File: config.mk
export PLATFORM = sky130hd
export DESIGN_NAME = tile_bg_render
export DESIGN_NICKNAME = d
export VERILOG_FILES = /design/src/rtl/tbr_pkg.sv /design/src/rtl/tbr_sched.sv /design/src/rtl/tbr_planes.sv /design/src/rtl/tbr_engine.sv /design/src/rtl/tile_bg_render.sv
export SDC_FILE = /design/constraint.sdc
export NUM_CORES = 1
export LEC_CHECK = 0
export CAP_MARGIN = 25
export CORE_AREA = 2 2 143 145
export DETAILED_ROUTE_END_ITERATION = 6
export DIE_AREA = 0 0 145 147
export GPL_ROUTABILITY_DRIVEN = 0
export HOLD_SLACK_MARGIN = 0.02
export PLACE_DENSITY = 0.77
export SLEW_MARGIN = 40
export SYNTH_ARGS = -nofsm -noshare
export SYNTH_HDL_FRONTEND = slang
export SYNTH_HIERARCHICAL = 1
export SYNTH_SLANG_ARGS = --single-unit
File: constraint.sdc
create_clock -name clk_i -period 4.3 [get_ports clk_i]
set_input_delay 0.645 -clock clk_i [delete_from_list [all_inputs] [get_ports clk_i]]
set_output_delay 0.645 -clock clk_i [all_outputs]
set_load 0.005 [all_outputs]
File: src/rtl/tbr_pkg.sv
package tbr_pkg;
  localparam int NUM_LAYERS = 4;

  typedef enum logic [1:0] {
    BPP2 = 2'd0,
    BPP4 = 2'd1,
    BPP8 = 2'd2
  } bpp_e;

  typedef enum logic [3:0] {
    S_IDLE, S_LAYER, S_MAP_LO, S_MAP_HI, S_MAP_END,
    S_PLN, S_PLN_END, S_PAL_LO, S_PAL_HI, S_PAL_END, S_OUT, S_DONE
  } state_e;

  // log2 of bits per pixel
  function automatic logic [1:0] bpp_log2(bpp_e b);
    case (b)
      BPP2:    return 2'd1;
      BPP4:    return 2'd2;
      default: return 2'd3;
    endcase
  endfunction
endpackage

File: src/rtl/tbr_sched.sv
module tbr_sched
  import tbr_pkg::*;
(
  input  logic [2:0] mode_i,
  input  logic [2:0] step_i,
  output logic [2:0] n_layers_o,
  output logic [1:0] layer_o,
  output bpp_e       bpp_o
);
  always_comb begin
    n_layers_o = 3'd0;
    layer_o    = 2'd0;
    bpp_o      = BPP2;
    case (mode_i)
      3'd0: begin
        n_layers_o = 3'd4;
        layer_o    = 2'(3'd3 - step_i);
        bpp_o      = BPP2;
      end
      3'd1: begin
        n_layers_o = 3'd3;
        layer_o    = 2'(3'd2 - step_i);
        bpp_o      = (step_i == 3'd0) ? BPP2 : BPP4;
      end
      3'd2: begin
        n_layers_o = 3'd2;
        layer_o    = 2'(3'd1 - step_i);
        bpp_o      = BPP4;
      end
      3'd3: begin
        n_layers_o = 3'd2;
        layer_o    = 2'(3'd1 - step_i);
        bpp_o      = (step_i == 3'd0) ? BPP4 : BPP8;
      end
      3'd5: begin
        n_layers_o = 3'd2;
        layer_o    = 2'(3'd1 - step_i);
        bpp_o      = (step_i == 3'd0) ? BPP2 : BPP4;
      end
      3'd6: begin
        n_layers_o = 3'd1;
        layer_o    = 2'd0;
        bpp_o      = BPP8;
      end
      default: n_layers_o = 3'd0;
    endcase
  end
endmodule

File: src/rtl/tbr_planes.sv
module tbr_planes
  import tbr_pkg::*;
(
  input  logic       clk_i,
  input  logic       rst_ni,
  input  logic       we_i,
  input  logic [2:0] sel_i,
  input  logic [7:0] d_i,
  input  logic [2:0] col_i,
  input  bpp_e       bpp_i,
  output logic [7:0] cidx_o
);
  logic [7:0] pl_q [8];
  logic [3:0] n_planes;

  assign n_planes = 4'd1 << bpp_log2(bpp_i);

  for (genvar p = 0; p < 8; p++) begin : g_plane
    always_ff @(posedge clk_i or negedge rst_ni) begin
      if (!rst_ni)                          pl_q[p] <= 8'd0;
      else if (we_i && sel_i == 3'(p))      pl_q[p] <= d_i;
    end
    // bit 7 is the leftmost column
    assign cidx_o[p] = (4'(p) < n_planes) && pl_q[p][~col_i];
  end
endmodule

File: src/rtl/tbr_engine.sv
module tbr_engine
  import tbr_pkg::*;
#(
  parameter int TILES_X = 32,
  parameter int TILES_Y = 28,
  parameter int VRAM_AW = 16,
  parameter int PAL_AW  = 9,
  parameter int PIX_AW  = 16
) (
  input  logic                      clk_i,
  input  logic                      rst_ni,
  input  logic                      start_i,
  input  logic [7:0]                mode_reg_i,
  input  logic [8*NUM_LAYERS-1:0]   map_reg_i,
  input  logic [VRAM_AW*NUM_LAYERS-1:0] chr_base_i,
  output logic [2:0]                mode_o,
  output logic [2:0]                step_o,
  input  logic [2:0]                n_layers_i,
  input  logic [1:0]                layer_i,
  input  bpp_e                      bpp_i,
  output logic                      pl_we_o,
  output logic [2:0]                pl_sel_o,
  output logic [7:0]                pl_d_o,
  output logic [2:0]                col_o,
  input  logic [7:0]                cidx_i,
  output logic [VRAM_AW-1:0]        vram_addr_o,
  input  logic [7:0]                vram_rdata_i,
  output logic [PAL_AW-1:0]         pal_addr_o,
  input  logic [7:0]                pal_rdata_i,
  output logic                      pix_valid_o,
  input  logic                      pix_ready_i,
  output logic [PIX_AW-1:0]         pix_addr_o,
  output logic [15:0]               pix_data_o,
  output logic                      frame_done_o
);
  localparam int XW      = (TILES_X > 1) ? $clog2(TILES_X) : 1;
  localparam int YW      = (TILES_Y > 1) ? $clog2(TILES_Y) : 1;
  localparam int ROW_PIX = TILES_X * 8;

  state_e             state_q;
  logic [2:0]         mode_q, step_q, i_q, j_q, pl_q;
  logic [XW-1:0]      x_q;
  logic [YW-1:0]      y_q;
  logic [VRAM_AW-1:0] map_ptr_q;
  logic [7:0]         ent_lo_q, ent_hi_q, col_lo_q;
  logic [15:0]        pix_q;

  logic [1:0]         sh;
  logic [3:0]         n_planes;
  logic [16:0]        map_full;
  logic [VRAM_AW-1:0] map_base, chr_base, tile_start, plane_addr;
  logic [31:0]        ts_off, pal_full, pix_full;
  logic [PAL_AW-1:0]  pal_base;
  logic               last_pl, last_x, last_y;

  assign sh        = bpp_log2(bpp_i);
  assign n_planes  = 4'd1 << sh;
  assign map_full  = {map_reg_i[8*layer_i +: 8] & 8'hFC, 9'd0};
  assign map_base  = VRAM_AW'(map_full);
  assign chr_base  = chr_base_i[VRAM_AW*layer_i +: VRAM_AW];
  assign ts_off    = 32'({ent_hi_q[1:0], ent_lo_q}) << (32'(sh) + 32'd3);
  assign tile_start = chr_base + VRAM_AW'(ts_off);
  assign plane_addr = tile_start + VRAM_AW'({i_q, 1'b0}) + VRAM_AW'({pl_q[2:1], 4'd0})
                    + VRAM_AW'(pl_q[0]);
  assign pal_full  = ((32'(ent_hi_q[4:2]) << n_planes) + 32'(cidx_i)) << 1;
  assign pal_base  = (cidx_i == 8'd0) ? '0 : PAL_AW'(pal_full);
  assign pix_full  = (32'(y_q) * 8 + 32'(i_q)) * ROW_PIX + 32'(x_q) * 8 + 32'(j_q);
  assign last_pl   = (4'(pl_q) == n_planes - 4'd1);
  assign last_x    = (x_q == XW'(TILES_X - 1));
  assign last_y    = (y_q == YW'(TILES_Y - 1));

  always_comb begin
    vram_addr_o = '0;
    pal_addr_o  = '0;
    pl_we_o     = 1'b0;
    pl_sel_o    = pl_q - 3'd1;
    case (state_q)
      S_MAP_LO:  vram_addr_o = map_ptr_q;
      S_MAP_HI:  vram_addr_o = map_ptr_q + VRAM_AW'(1);
      S_PLN: begin
        vram_addr_o = plane_addr;
        pl_we_o     = (pl_q != 3'd0);
      end
      S_PLN_END: begin
        pl_we_o  = 1'b1;
        pl_sel_o = pl_q;
      end
      S_PAL_LO:  pal_addr_o = pal_base;
      S_PAL_HI:  pal_addr_o = pal_base + PAL_AW'(1);
      default: ;
    endcase
  end

  assign pl_d_o       = vram_rdata_i;
  assign col_o        = j_q;
  assign mode_o       = mode_q;
  assign step_o       = step_q;
  assign pix_valid_o  = (state_q == S_OUT);
  assign pix_addr_o   = PIX_AW'(pix_full);
  assign pix_data_o   = pix_q;
  assign frame_done_o = (state_q == S_DONE);

  always_ff @(posedge clk_i or negedge rst_ni) begin
    if (!rst_ni) begin
      state_q   <= S_IDLE;
      mode_q    <= '0;
      step_q    <= '0;
      i_q       <= '0;
      j_q       <= '0;
      pl_q      <= '0;
      x_q       <= '0;
      y_q       <= '0;
      map_ptr_q <= '0;
      ent_lo_q  <= '0;
      ent_hi_q  <= '0;
      col_lo_q  <= '0;
      pix_q     <= '0;
    end else begin
      case (state_q)
        S_IDLE: if (start_i) begin
          mode_q  <= mode_reg_i[2:0];
          step_q  <= '0;
          state_q <= S_LAYER;
        end
        S_LAYER: if (step_q >= n_layers_i) state_q <= S_DONE;
        else begin
          map_ptr_q <= map_base;
          x_q       <= '0;
          y_q       <= '0;
          state_q   <= S_MAP_LO;
        end
        S_MAP_LO:  state_q <= S_MAP_HI;
        S_MAP_HI: begin
          ent_lo_q <= vram_rdata_i;
          state_q  <= S_MAP_END;
        end
        S_MAP_END: begin
          ent_hi_q <= vram_rdata_i;
          i_q      <= '0;
          pl_q     <= '0;
          state_q  <= S_PLN;
        end
        S_PLN: if (last_pl) state_q <= S_PLN_END;
               else pl_q <= pl_q + 3'd1;
        S_PLN_END: begin
          j_q     <= '0;
          state_q <= S_PAL_LO;
        end
        S_PAL_LO:  state_q <= S_PAL_HI;
        S_PAL_HI: begin
          col_lo_q <= pal_rdata_i;
          state_q  <= S_PAL_END;
        end
        S_PAL_END: begin
          pix_q   <= {pal_rdata_i, col_lo_q};
          state_q <= S_OUT;
        end
        S_OUT: if (pix_ready_i) begin
          if (j_q != 3'd7) begin
            j_q     <= j_q + 3'd1;
            state_q <= S_PAL_LO;
          end else if (i_q != 3'd7) begin
            i_q     <= i_q + 3'd1;
            pl_q    <= '0;
            state_q <= S_PLN;
          end else begin
            map_ptr_q <= map_ptr_q + VRAM_AW'(2);
            if (!last_x) begin
              x_q     <= x_q + XW'(1);
              state_q <= S_MAP_LO;
            end else if (!last_y) begin
              x_q     <= '0;
              y_q     <= y_q + YW'(1);
              state_q <= S_MAP_LO;
            end else begin
              step_q  <= step_q + 3'd1;
              state_q <= S_LAYER;
            end
          end
        end
        S_DONE:  state_q <= S_IDLE;
        default: state_q <= S_IDLE;
      endcase
    end
  end


  hold_chk: assert property (@(posedge clk_i) disable iff (!rst_ni)
    pix_valid_o && !pix_ready_i |=> pix_valid_o && $stable(pix_addr_o) && $stable(pix_data_o));

  done_pulse_chk: assert property (@(posedge clk_i) disable iff (!rst_ni)
    frame_done_o |=> !frame_done_o);

  blank_mode_chk: assert property (@(posedge clk_i) disable iff (!rst_ni)
    pix_valid_o |-> (mode_q != 3'd4) && (mode_q != 3'd7));

  bpp_legal_chk: assert property (@(posedge clk_i) disable iff (!rst_ni)
    pix_valid_o |-> (bpp_i != 2'd3) && (step_q < n_layers_i));

  busy_start_chk: assert property (@(posedge clk_i) disable iff (!rst_ni)
    (state_q != S_IDLE) && (state_q != S_DONE) && start_i |=> state_q != S_IDLE);
endmodule

File: src/rtl/tile_bg_render.sv
module tile_bg_render
  import tbr_pkg::*;
#(
  parameter int TILES_X = 32,
  parameter int TILES_Y = 28,
  parameter int VRAM_AW = 16,
  parameter int PAL_AW  = 9,
  localparam int PIX_AW = $clog2(TILES_X * TILES_Y * 64)
) (
  input  logic                          clk_i,
  input  logic                          rst_ni,
  input  logic                          start_i,
  input  logic [7:0]                    mode_reg_i,
  input  logic [8*NUM_LAYERS-1:0]       map_reg_i,
  input  logic [VRAM_AW*NUM_LAYERS-1:0] chr_base_i,
  output logic [VRAM_AW-1:0]            vram_addr_o,
  input  logic [7:0]                    vram_rdata_i,
  output logic [PAL_AW-1:0]             pal_addr_o,
  input  logic [7:0]                    pal_rdata_i,
  output logic                          pix_valid_o,
  input  logic                          pix_ready_i,
  output logic [PIX_AW-1:0]             pix_addr_o,
  output logic [15:0]                   pix_data_o,
  output logic                          frame_done_o
);
  logic [2:0] mode, step, n_layers, col;
  logic [1:0] layer;
  bpp_e       bpp;
  logic       pl_we;
  logic [2:0] pl_sel;
  logic [7:0] pl_d, cidx;

  tbr_sched u_sched (
    .mode_i     (mode),
    .step_i     (step),
    .n_layers_o (n_layers),
    .layer_o    (layer),
    .bpp_o      (bpp)
  );

  tbr_planes u_planes (
    .clk_i  (clk_i),
    .rst_ni (rst_ni),
    .we_i   (pl_we),
    .sel_i  (pl_sel),
    .d_i    (pl_d),
    .col_i  (col),
    .bpp_i  (bpp),
    .cidx_o (cidx)
  );

  tbr_engine #(
    .TILES_X (TILES_X),
    .TILES_Y (TILES_Y),
    .VRAM_AW (VRAM_AW),
    .PAL_AW  (PAL_AW),
    .PIX_AW  (PIX_AW)
  ) u_engine (
    .clk_i        (clk_i),
    .rst_ni       (rst_ni),
    .start_i      (start_i),
    .mode_reg_i   (mode_reg_i),
    .map_reg_i    (map_reg_i),
    .chr_base_i   (chr_base_i),
    .mode_o       (mode),
    .step_o       (step),
    .n_layers_i   (n_layers),
    .layer_i      (layer),
    .bpp_i        (bpp),
    .pl_we_o      (pl_we),
    .pl_sel_o     (pl_sel),
    .pl_d_o       (pl_d),
    .col_o        (col),
    .cidx_i       (cidx),
    .vram_addr_o  (vram_addr_o),
    .vram_rdata_i (vram_rdata_i),
    .pal_addr_o   (pal_addr_o),
    .pal_rdata_i  (pal_rdata_i),
    .pix_valid_o  (pix_valid_o),
    .pix_ready_i  (pix_ready_i),
    .pix_addr_o   (pix_addr_o),
    .pix_data_o   (pix_data_o),
    .frame_done_o (frame_done_o)
  );
endmodule

# After elaboration in Yosys (flattened, before gate mapping)
# Index checks and enable logic that the tools add are counted.
# totals
regBits	146
word_cells	214
# op_classes
add_sub_neg	23
n_lt_le_gt_ge	10
eq_ne	42
n_shift	5
n_mux	73
bitwise_logic	1
reduce_logical	39
# ops
cell	n
$mux 16	4
$shiftx 64x7->16	1
$mux 5	11
$mux 3	16
$pmux 16 s3	1
$pmux 4 s11	1
$pmux 16 s2	1
$shiftx 32x6->7	1
$mux 4	7
$bmux 1 s3	8
$pmux 5 s2	2
$eq 3x3->1 const B	6
$pmux 3 s2	3
$pmux 9 s2	1
$add 16x1->16	1
$add 16x1->16 const B	1
$add 16x16->16	1
$add 16x2->16 const B	1
$add 16x3->16	1
$add 16x4->16	1
$add 16x6->16	1
$add 16x8->16	1
$eq 4x3->1 const B	4
$eq 4x4->1 const B	4
53 further kinds	114

# Depth between registers and ports, before layout
# Gate-level depths: netlist (run 1).
# logic_depth
word_depth	12
depth_mapped	17
ltp_nobuf	15

# Cells and area by module
# Netlist (run 1), hierarchy kept.
# modules_own_cells
module	instances	cells_per_inst	area_each_um2
tbr_engine	1	625	6144.6
tbr_planes	1	177	3050.4
tbr_sched	1	25	172.7

# Worst setup path before layout (run 1)
# No wires, ideal clock.
# synth_path
path_kind	register to output
start	register u_engine.mode_q[1] (netlist: u_engine/mode_o[1])
end	output vram_addr_o[9]
arrival_time_ns	4.104
path_slack_ns	-0.449
stages_incl_launch_ff	15
path_cell_list	dfrtp_1 nand2b_4 or3_1 o21ai_2 buf_2 mux4_2 fa_1 ha_1 fa_1 a211oi_1 nor2_1 o31ai_1 o2bb2ai_1 xnor2_1 o21ai_0
# synth_via
word_cells_on_any_way	21
classes_between	5 x add/sub; 6 x eq/ne; 2 x shift; 4 x mux; 4 x reduce/logical
# synth_rtl
item	line	text
start, declared	tbr_engine.sv:41	logic [2:0] mode_q, step_q, i_q, j_q, pl_q;
start signal, assigned	tbr_engine.sv:121	mode_q <= mode_reg_i[2:0];
$eq 3x2->1 / $eq 3x3->1 (equally long branches)	tbr_sched.sv:14	case (mode_i)
$reduce_or 3->1 (no source line)	--	
$pmux 2 s3 (*)	tbr_sched.sv:14	
via layer[0]	tile_bg_render.sv:27	logic [1:0] layer;
$shiftx 64x7->16 (*)	tbr_engine.sv:60	assign chr_base = chr_base_i[VRAM_AW*layer_i +: VRAM_AW];
$add 16x16->16 (*)	tbr_engine.sv:62	assign tile_start = chr_base + VRAM_AW'(ts_off);
$add 16x4->16 (*)	tbr_engine.sv:63	assign plane_addr = tile_start + VRAM_AW'({i_q, 1'b0}) + VRAM_AW'({pl_q[2:1], 4'd0})
$add 16x6->16 (*)	tbr_engine.sv:63	
$add 16x1->16 (*)	tbr_engine.sv:64	+ VRAM_AW'(pl_q[0]);
$pmux 16 s3 (*)	tbr_engine.sv:77	case (state_q)
end, declared	tile_bg_render.sv:16	output logic [VRAM_AW-1:0] vram_addr_o,
# Mark *: on every way through the listed nets, which the timed path passes. The rest lies on a longest branch.

# Worst setup path in the final report (run 1)
# layout_path
start	register u_engine.mode_q[1] (netlist: u_engine/mode_o[1])
end	output vram_addr_o[15]
# The elaborated chain is that of the path after synthesis.

==> results of run 1 <==
through the flow:
step | cell area (µm²) | instances
floorplan | 9480 | 833
CTS | 12600 | 1343
global route | 12800 | 1355
finish | 12800 | 1355
global placement | 11700 | 1293
detailed placement | 11700 | 1294
what timing repair did:
| item | in CTS | in global routing |
|---|---|---|
| gates cloned | 0 | 0 |
| endpoints found under the setup margin | 17 | 17 |
| pin swaps | 45 | 30 |
| buffers inserted | 19 | 12 |
| gates resized for setup | 98 | 30 |
| endpoints found under the hold margin | 0 | 0 |
layout by cell type (no fill, tap or decap), types with 18 or more instances in the layout:
master           instances
nand2_1                 74
nor2_1                  38
mux4_2                  21
mux2i_1                 18
dfrtp_1                144
a21oi_1                 30
mux2_2                 105
buf_4                   88
clkdlybuf4s50_1        146
ha_1                    38
o21ai_0                 34
final timing paths:
check | startpoint | endpoint | slack, ps
max in group asynchronous | rst_ni | u_planes/pl_q[49] | 3130
hold / removal | rst_ni | u_engine/y_q[1] | 250
min in group clk_i | u_engine/ent_hi_q[3] | u_engine/ent_hi_q[3] | 500
setup reg to reg | u_engine/mode_o[0] | u_engine/map_ptr_q[1] | 1280
setup / recovery | u_engine/mode_o[1] | vram_addr_o[15] | -650
hold reg to reg | u_engine/ent_hi_q[3] | u_engine/ent_hi_q[3] | 500
cell families (layout without fill, tap and decap cells):
kind of cell             count (synthesis)  in the layout  synth area share, %
buffers and inverters                   66            318                 3.73
AND/OR/NAND/NOR                        224            224                 12.7
other                                    1              7               0.0400
multiplexers                           161            161                 24.2
XOR/XNOR                                29             29                 2.71
AO/OA/AOI/OAI                          147            147                 10.0
adder cells (fa/ha/maj)                 54             54                 7.85
flip-flops                             145            145                 38.7
routing by layer:
metal | track usage (%) | share of wire (%) | up-vias
met5 | 0 | 0 | -
met4 | 10.8 | 3.6 | 0
met3 | 5.43 | 5.5 | 61
met2 | 41.4 | 50 | 268
met1 | 30.2 | 41 | 3816
li1 | - | - | 3540
registers in the layout, indices dropped and copies added (netlist names), 4 cells and up:
signal,flops
u_engine/col_lo_q,8
u_engine/ent_hi_q,5
u_engine/ent_lo_q,8
u_engine/y_q,5
u_engine/x_q,5
u_engine/map_ptr_q,15
u_engine/pix_data_o,16
u_planes/pl_q,64
u_engine/state_q,4
power breakdown:
group          internal, W  switching [W]
Sequential         0.00189       0.000418
Clock             0.000886       0.000655
Combinational      0.00435        0.00382
Yosys cell counts (13+ instances only):
library cell / count
nand4_1: 14
nand2_1: 75
o21ai_0: 45
mux4_1: 16
nor2_1: 42
xor2_1: 16
clkbuf_1: 16
xnor2_1: 13
mux2i_1: 19
ha_1: 46
inv_1: 18
a21oi_1: 34
nor2b_1: 15
a21o_1: 13
mux4_2: 21
mux2_2: 105
dfrtp_1: 145
cell type report:
type	instances	area, µm²	share of cell area [%]
tap	270	338	2.64
clock inverter	15	190	1.49
sequential	145	3630	28.4
clock buffer	17	425	3.33
inverter	19	71.3	0.557
timing repair buffer	267	2420	18.9
multi-input combinational	622	5720	44.7
==> impl_metrics.ini, run 1 <==
[routing]
ant_nets = 0
drt-total-wl_um = 26000
routedWlPerCell_um = 19.2
drt-initial-drc-count = 521
first_pass_iters = 4
num_vias = 7685
route.detailed.drc = 0
vias_per_cell = 5.67

[critical_path]
start_kind = register
worstPathCellList = nand2b_4 > or3_4 > o21ai_4 > mux4_2 > fa_1 > ha_4 > fa_2 > a211oi_2 > nor2_2 > o31ai_2 > buf_4 > buf_6 > o41ai_4 > xnor2_2 > o21ai_2 > buf_2
crit_family = adder cells
path_depth = 16
arrival_ps = 4300
crit_path_top_delay_cell = mux4_2
required_ps = 3650
slowest_delay_ps = 570
critPathBufInv = 3
worstRegToRegCells = 9
critPathMaxFanout = 4
crit_type = register to primary output
setup.worst_path.end_class = primary output

[timing]
setup_tns_ps = -5870
finalSetupViolations = 13
maxSlewViolCount = 0
period_minus_slack_ps = 4950
rsz0062_at_grt = yes
hold_violations = 0
tightest_slew_ps = 859
period_share_pct = 115
relSlewSlack_pct = 42.6
finalClockSkew_ps = 8.79
fmax_ghz = 0.202
fin_ws_ps = -647
hold-worst-slack_ps = 246

[global_routing]
grt_pass1_vias = 8067
grt_pass1_wl_um = 41300
grt_overflow = 0
grt_max_degree = 83
track_usage_pct = 24.4
antenna_found_initial = 0

[synth]
ys_warn_count = 6
synth_edf_count = 0
synthesis.area_um2 = 9370
netlist_instances = 827
synth.avg_cell_area_um2 = 11.3
synth_area_leader_cell = dfrtp_1
ys_ff_latch = 145
synthArstFlopShare_pct = 100
synth_cell_type_count = 68
synth_top_flop_cell = dfrtp_1
synth_top_area_share_pct = 38.7
ys_seq_area_share_pct = 38.7
yosys-top-cells-area = dfrtp_1 (39%), mux2_2 (13%), ha_1 (6.1%)

[hold_path]
hp-class = input pin to asynchronous set/reset pin

[clocking]
cts_tree = done
cts_made_buffers = 17
cts.clk_slew.worst_paths_ps = 70
root_buffer = clkbuf_16
h-tree-depth = 4
cts.hold.buffers_added = 0
cts_buffer_depth = 2
insertion_delay_ps = 420
cts_sinks = 145

[floorplanning]
initial_core_util_pct = 47.2
ios = 183
dieArea_um2 = 21300
die_y_um = 147
core_area_um2 = 19800
rows = 52
die_w_um = 145

[cells_and_area]
fin_util_pct = 64.5
area_growth_pct = 36.6
final.fill_count = 1480
nNetsFinal = 1250
drive_above_1_share_pct = 31.3
antenna_cells = 0

[power]
ir_drop_mv = 0.470
p_per_area_nw_per_um2 = 940
p_leak_nw = 5.59
power.total_w = 0.0120

[run]
max_cap_violations = 0

[outcome]
status = finished, violations left
violations = negative setup slack

[place]
dp_slack_ps = -691
portBuffers = 165
hpwl_um = 18300
No activity file was read; power rests on OpenSTA's default activity.
==> run 2: changes to the inputs <==
ABC_CLOCK_PERIOD_IN_PS = 4300   (was default)
GPL_TIMING_DRIVEN = 0   (was default)
==> run 2 against run 1 <==
  * The flow still finishes with violations (negative setup slack)
  * Sequential share of layout area about the same
  * Final cell count fell by 0.30%
  * Register-to-register slack improved by 70 ps
  * Routed wire length decreased by 2.8%
==> impl_metrics.ini, run 2 (synthesized netlist as in run 1, its figures left out) <==
[cells_and_area]
drive_above_1_share_pct = 30.0
antenna_cells = 0
largest_reg_flops = 64
seq_area_um2 = 3630
final.fill_count = 1521
final_common_cell = clkdlybuf4s50_1
area_growth_pct = 36.6
multi_input_area_um2 = 5720
final_cell_mix = clkdlybuf4s50_1 (148), dfrtp_1 (143), mux2_2 (105)
regMostFlops = u_planes/pl_q
nNetsFinal = 1247
fin_area_um2 = 12800
stdcell_count = 1351

[routing]
top_layer_used = met4
drt-total-wl_um = 25300
vias_per_cell = 5.63
num_vias = 7605
wl_met2_um = 12900
route.detailed.drc = 0
first_pass_iters = 5
routedWlPerCell_um = 18.7
dr_wl_met3_um = 1290
drt-initial-drc-count = 435
wl_met1_um = 10400
ant_nets = 0

[critical_path]
rrSetupSlack_ps = 1350
arrival_ps = 4480
startpoint = u_engine/mode_o[1]
start_kind = register
slowest_delay_ps = 540
crit_type = register to primary output
r2r_start = u_engine/mode_o[0]
critPathMaxFanout = 6
worstPathCellList = nand2b_4 > or3_4 > o21ai_4 > buf_6 > buf_6 > mux4_2 > fa_2 > ha_4 > fa_2 > a211oi_2 > nor2_2 > o31ai_4 > buf_4 > o21bai_1 > xnor2_1 > o21ai_1 > buf_2
crit_path_top_delay_cell = mux4_2
setup.worst_path.end_class = primary output
required_ps = 3650

[timing]
finalSetupViolations = 13
period_share_pct = 119
finalClockSkew_ps = 5.53
tightest_slew_ps = 716
hold-worst-slack_ps = 498
fin_ws_ps = -828
maxSlewViolCount = 0
hold_violations = 0
period_minus_slack_ps = 5130
relSlewSlack_pct = 51.9
fmax_ghz = 0.195
rsz0062_at_grt = yes

[clocking]
cts_buffer_depth = 2
cts.clk_slew.worst_paths_ps = 60
root_buffer = clkbuf_16
cts_tree = done
cts_made_buffers = 17
cts_sinks = 145
insertion_delay_ps = 420
h-tree-depth = 4

[global_routing]
track_usage_pct = 23.7
grt_max_degree = 73
antenna_found_initial = 0
grt_pass1_vias = 7775
grt_pass1_wl_um = 40300
grt_overflow = 0

[floorplanning]
core_area_um2 = 19800
die_w_um = 145
die_y_um = 147
ios = 183
initial_core_util_pct = 47.2
dieArea_um2 = 21300
rows = 52

[place]
dp.cells = 1270
portBuffers = 165
hpwl_um = 17800
placed_area_um2 = 11500

[power]
seqPwrFrac_pct = 20.3
p_int_w = 0.00671
switching_power_w = 0.00453
p_per_area_nw_per_um2 = 879
clkPwrFrac_pct = 13.8
comb_power_share_pct = 65.9
switching_share_pct = 40.3
ir_drop_mv = 0.457
power.total_w = 0.0112
p_leak_nw = 5.53

[hold_path]
hp-class = register to register
min_from = u_engine/ent_hi_q[3]

[outcome]
violations = negative setup slack
status = finished, violations left

[run]
max_cap_violations = 0
run 2: per-layer routing:
| layer | track usage, % | vias up |
|---|---|---|
| met5 | 0 | - |
| met4 | 9.55 | 0 |
| met3 | 4.91 | 45 |
| met2 | 41.4 | 221 |
| met1 | 28.9 | 3809 |
| li1 | - | 3530 |
run 2: final timing paths:
check	to	cells after the start
max	vram_addr_o[11]	17
min	u_engine/ent_hi_q[3]	2
max reg2reg	u_engine/map_ptr_q[15]	13
min reg2reg	u_engine/ent_hi_q[3]	2
max in group asynchronous	u_engine/mode_o[2]	4
min in group asynchronous	u_engine/y_q[2]	2
run 2: repair_timing:
action,4_1_cts,5_1_grt
setup buffers,38,14
endpoints found under the hold margin,5,0
hold buffers,1,0
gates resized for setup,75,52
pin swaps,35,31
setup endpoints to repair,21,18
run 2: worst max-delay path: cells and delay by family, from the launching register on:
kind,cells,cell delay (ps)
AOI/OAI and AO/OA,5,720
xor gates and xnor gates,1,250
adders and majority gates,3,950
buffers and inverters,4,580
DFF,1,400
muxes,1,540
and+or+nand+nor,3,610
run 2: area by class of cell:
class	instances	area share (%)
tap	270	2.64
multi-input combinational	622	44.7
clock inverter	13	1.46
clock buffer	18	3.35
sequential	145	28.4
inverter	19	0.557
buffer	45	2.64
timing repair buffer	219	16.3
run 2: power by group through the flow:
stage / registers (W) / logic, W / clock network, W
floorplan: 0.00217 / 0.00440 / 0
global placement: 0.00227 / 0.00581 / 0
detailed placement: 0.00230 / 0.00593 / 0
CTS: 0.00227 / 0.00675 / 0.00158
global route: 0.00235 / 0.00798 / 0.00164
finish: 0.00228 / 0.00741 / 0.00155
run 2: through the flow:
stage	setup slack, ps	TNS [ps]	util [%]
floorplan	4.80	0	-
global placement	-3860	-490880	57.8
detailed placement	-1240	-12140	58.1
CTS	-897	-8970	63.2
global route	-932	-9090	64.5
finish	-828	-7430	64.5
==> run 3: changes to the inputs <==
CORE_AREA = 4 4 145 147   (was 2 2 143 145)
DIE_AREA = 0 0 149 151   (was 0 0 145 147)
SKIP_CTS_REPAIR_TIMING = 1   (was default)
==> run 3 against run 2 <==
  * The flow still finishes with violations (negative setup slack)
  * Clock skew grew 8.6 ps
  * Register-to-register slack gained 20 ps
  * Final cell count grew 0.22%
  * Worst hold slack lost 2.2 ps
  * Final area shrank 0.16%
  * Sequential share of layout area grew 0.054 points
  * Setup slack lost 210 ps
  * Flip-flop and latch count is the same
  * Die area grew 5.6%
  * Fmax shrank 3.9%
  * Via count grew 1.1%
  * First-iteration DRC count grew 7.1%
  * Highest routed layer unchanged
==> impl_metrics.ini, run 3 (synthesized netlist as in run 1, its figures left out) <==
[critical_path]
crit_path_top_delay_cell = fa_2
crit_family = adder cells
crit_type = register to primary output
start_kind = register
setup.worst_path.end_class = primary output
arrival_ps = 4690
critPathBufInv = 4
worstPathCellList = inv_2 > ha_2 > nand2b_1 > a31oi_2 > o22ai_2 > buf_6 > mux4_2 > fa_2 > ha_4 > fa_2 > a211oi_2 > nor2_2 > o31ai_4 > buf_6 > o21bai_2 > xnor2_1 > o21ai_1 > buf_2
slowest_delay_ps = 500
required_ps = 3650
critPathMaxFanout = 8
rrSetupSlack_ps = 1370

[routing]
drt-initial-drc-count = 466
first_pass_iters = 5
routedWlPerCell_um = 18.8
vias_per_cell = 5.68
route.detailed.drc = 0
drt-total-wl_um = 25400
num_vias = 7691
ant_nets = 0

[cells_and_area]
final_cell_mix = clkdlybuf4s50_1 (148), dfrtp_1 (142), mux2_2 (105)
final.fill_count = 1528
regMostFlops = u_planes/pl_q
fin_area_um2 = 12800
largest_reg_flops = 64
area_growth_pct = 36.4
drive_above_1_share_pct = 29.6
final_common_cell = clkdlybuf4s50_1
antenna_cells = 0
nNetsFinal = 1249

[outcome]
violations = negative setup slack
status = finished, violations left

[place]
hpwl_um = 18200
placed_area_um2 = 11500
dp_slack_ps = -1210
portBuffers = 165

[timing]
maxSlewViolCount = 0
hold_violations = 0
period_share_pct = 124
tightest_slew_ps = 728
hold-worst-slack_ps = 496
fmax_ghz = 0.187
rsz0062_at_grt = yes
fin_ws_ps = -1040
finalSetupViolations = 12
relSlewSlack_pct = 51.1
period_minus_slack_ps = 5340
finalClockSkew_ps = 14.1

[floorplanning]
dieArea_um2 = 22500
die_y_um = 151
initial_core_util_pct = 47.1
die_w_um = 149
rows = 52
ios = 183
core_area_um2 = 19900

[global_routing]
grt_overflow = 0
grt_pass1_vias = 7275
antenna_found_initial = 0
track_usage_pct = 21.4
grt_max_degree = 73
grt_pass1_wl_um = 38000

[power]
p_leak_nw = 5.58
p_per_area_nw_per_um2 = 872
ir_drop_mv = 0.450

[clocking]
cts_sinks = 145
h-tree-depth = 4
insertion_delay_ps = 430
cts_made_buffers = 17
root_buffer = clkbuf_16
cts_buffer_depth = 2
cts_tree = done
cts.clk_slew.worst_paths_ps = 60

[run]
max_cap_violations = 0

[hold_path]
hp-class = register to register
[run 3: changes by cell type in the layout (fill, tap and decap cells not counted), sizes merged]
cell	previous run	this run
o21a	6	7
clkinv	3	5
clkbuf	34	33
bufinv	4	2
buf	97	98
inv	21	23
dlymetal6s2s	2	3
clkinvlp	4	3
[run 3: final cells by class]
cell class,count,area (µm²),share of cell area (%)
multi-input combinational,623,5710,44.7
sequential,145,3630,28.4
timing repair buffer,219,2110,16.5
clock buffer,18,429,3.36
tap,270,338,2.64
buffer,46,335,2.62
clock inverter,14,156,1.22
inverter,19,71.3,0.558
[run 3: final timing paths]
check / endpoint / from / depth (start not counted)
worst min-delay path: u_planes/pl_q[12] / u_planes/pl_q[12] / 1
worst max register to register: u_planes/pl_q[42] / u_engine/state_q[3] / 9
max in group asynchronous: u_planes/pl_q[61] / rst_ni / 4
worst max-delay path: vram_addr_o[11] / u_engine/step_o[0] / 18
worst min register to register: u_planes/pl_q[12] / u_planes/pl_q[12] / 1
min in group asynchronous: u_engine/y_q[3] / rst_ni / 2
[run 3: worst register-to-register path: stages (launching register included)]
cell	delay, ps
dfrtp_1	410
nor2b_1	120
clkbuf_1	290
nand2_1	290
clkbuf_1	300
o21ai_0	240
buf_2	240
nand2b_4	110
nor3b_4	430
mux2_2	400
[run 3: routing by layer]
metal / global-route usage (%) / up-vias / part of all wire [%]
met5: 0 / - / 0
met4: 6.50 / 0 / 2.3
met2: 37.1 / 288 / 50
met3: 4.40 / 47 / 6.5
met1: 27.3 / 3807 / 41
li1: - / 3549 / -
[run 3: power breakdown]
group	switching, W	leakage [nW]	internal (W)
Sequential	0.000386	1.83	0.00189
Combinational	0.00360	3.47	0.00380
Clock	0.000606	0.279	0.000863
[run 3: per-stage QoR]
step                      util (%)  total power (W)  TNS, ps  std cells
after floorplan                  -          0.00658        0        833
after global placement        57.6          0.00809  -492030       1268
after detailed placement      57.9          0.00827   -12460       1270
after CTS                     60.9          0.00979   -21080       1302
after global routing          64.2           0.0119   -10570       1354
final                         64.2           0.0111    -8580       1354
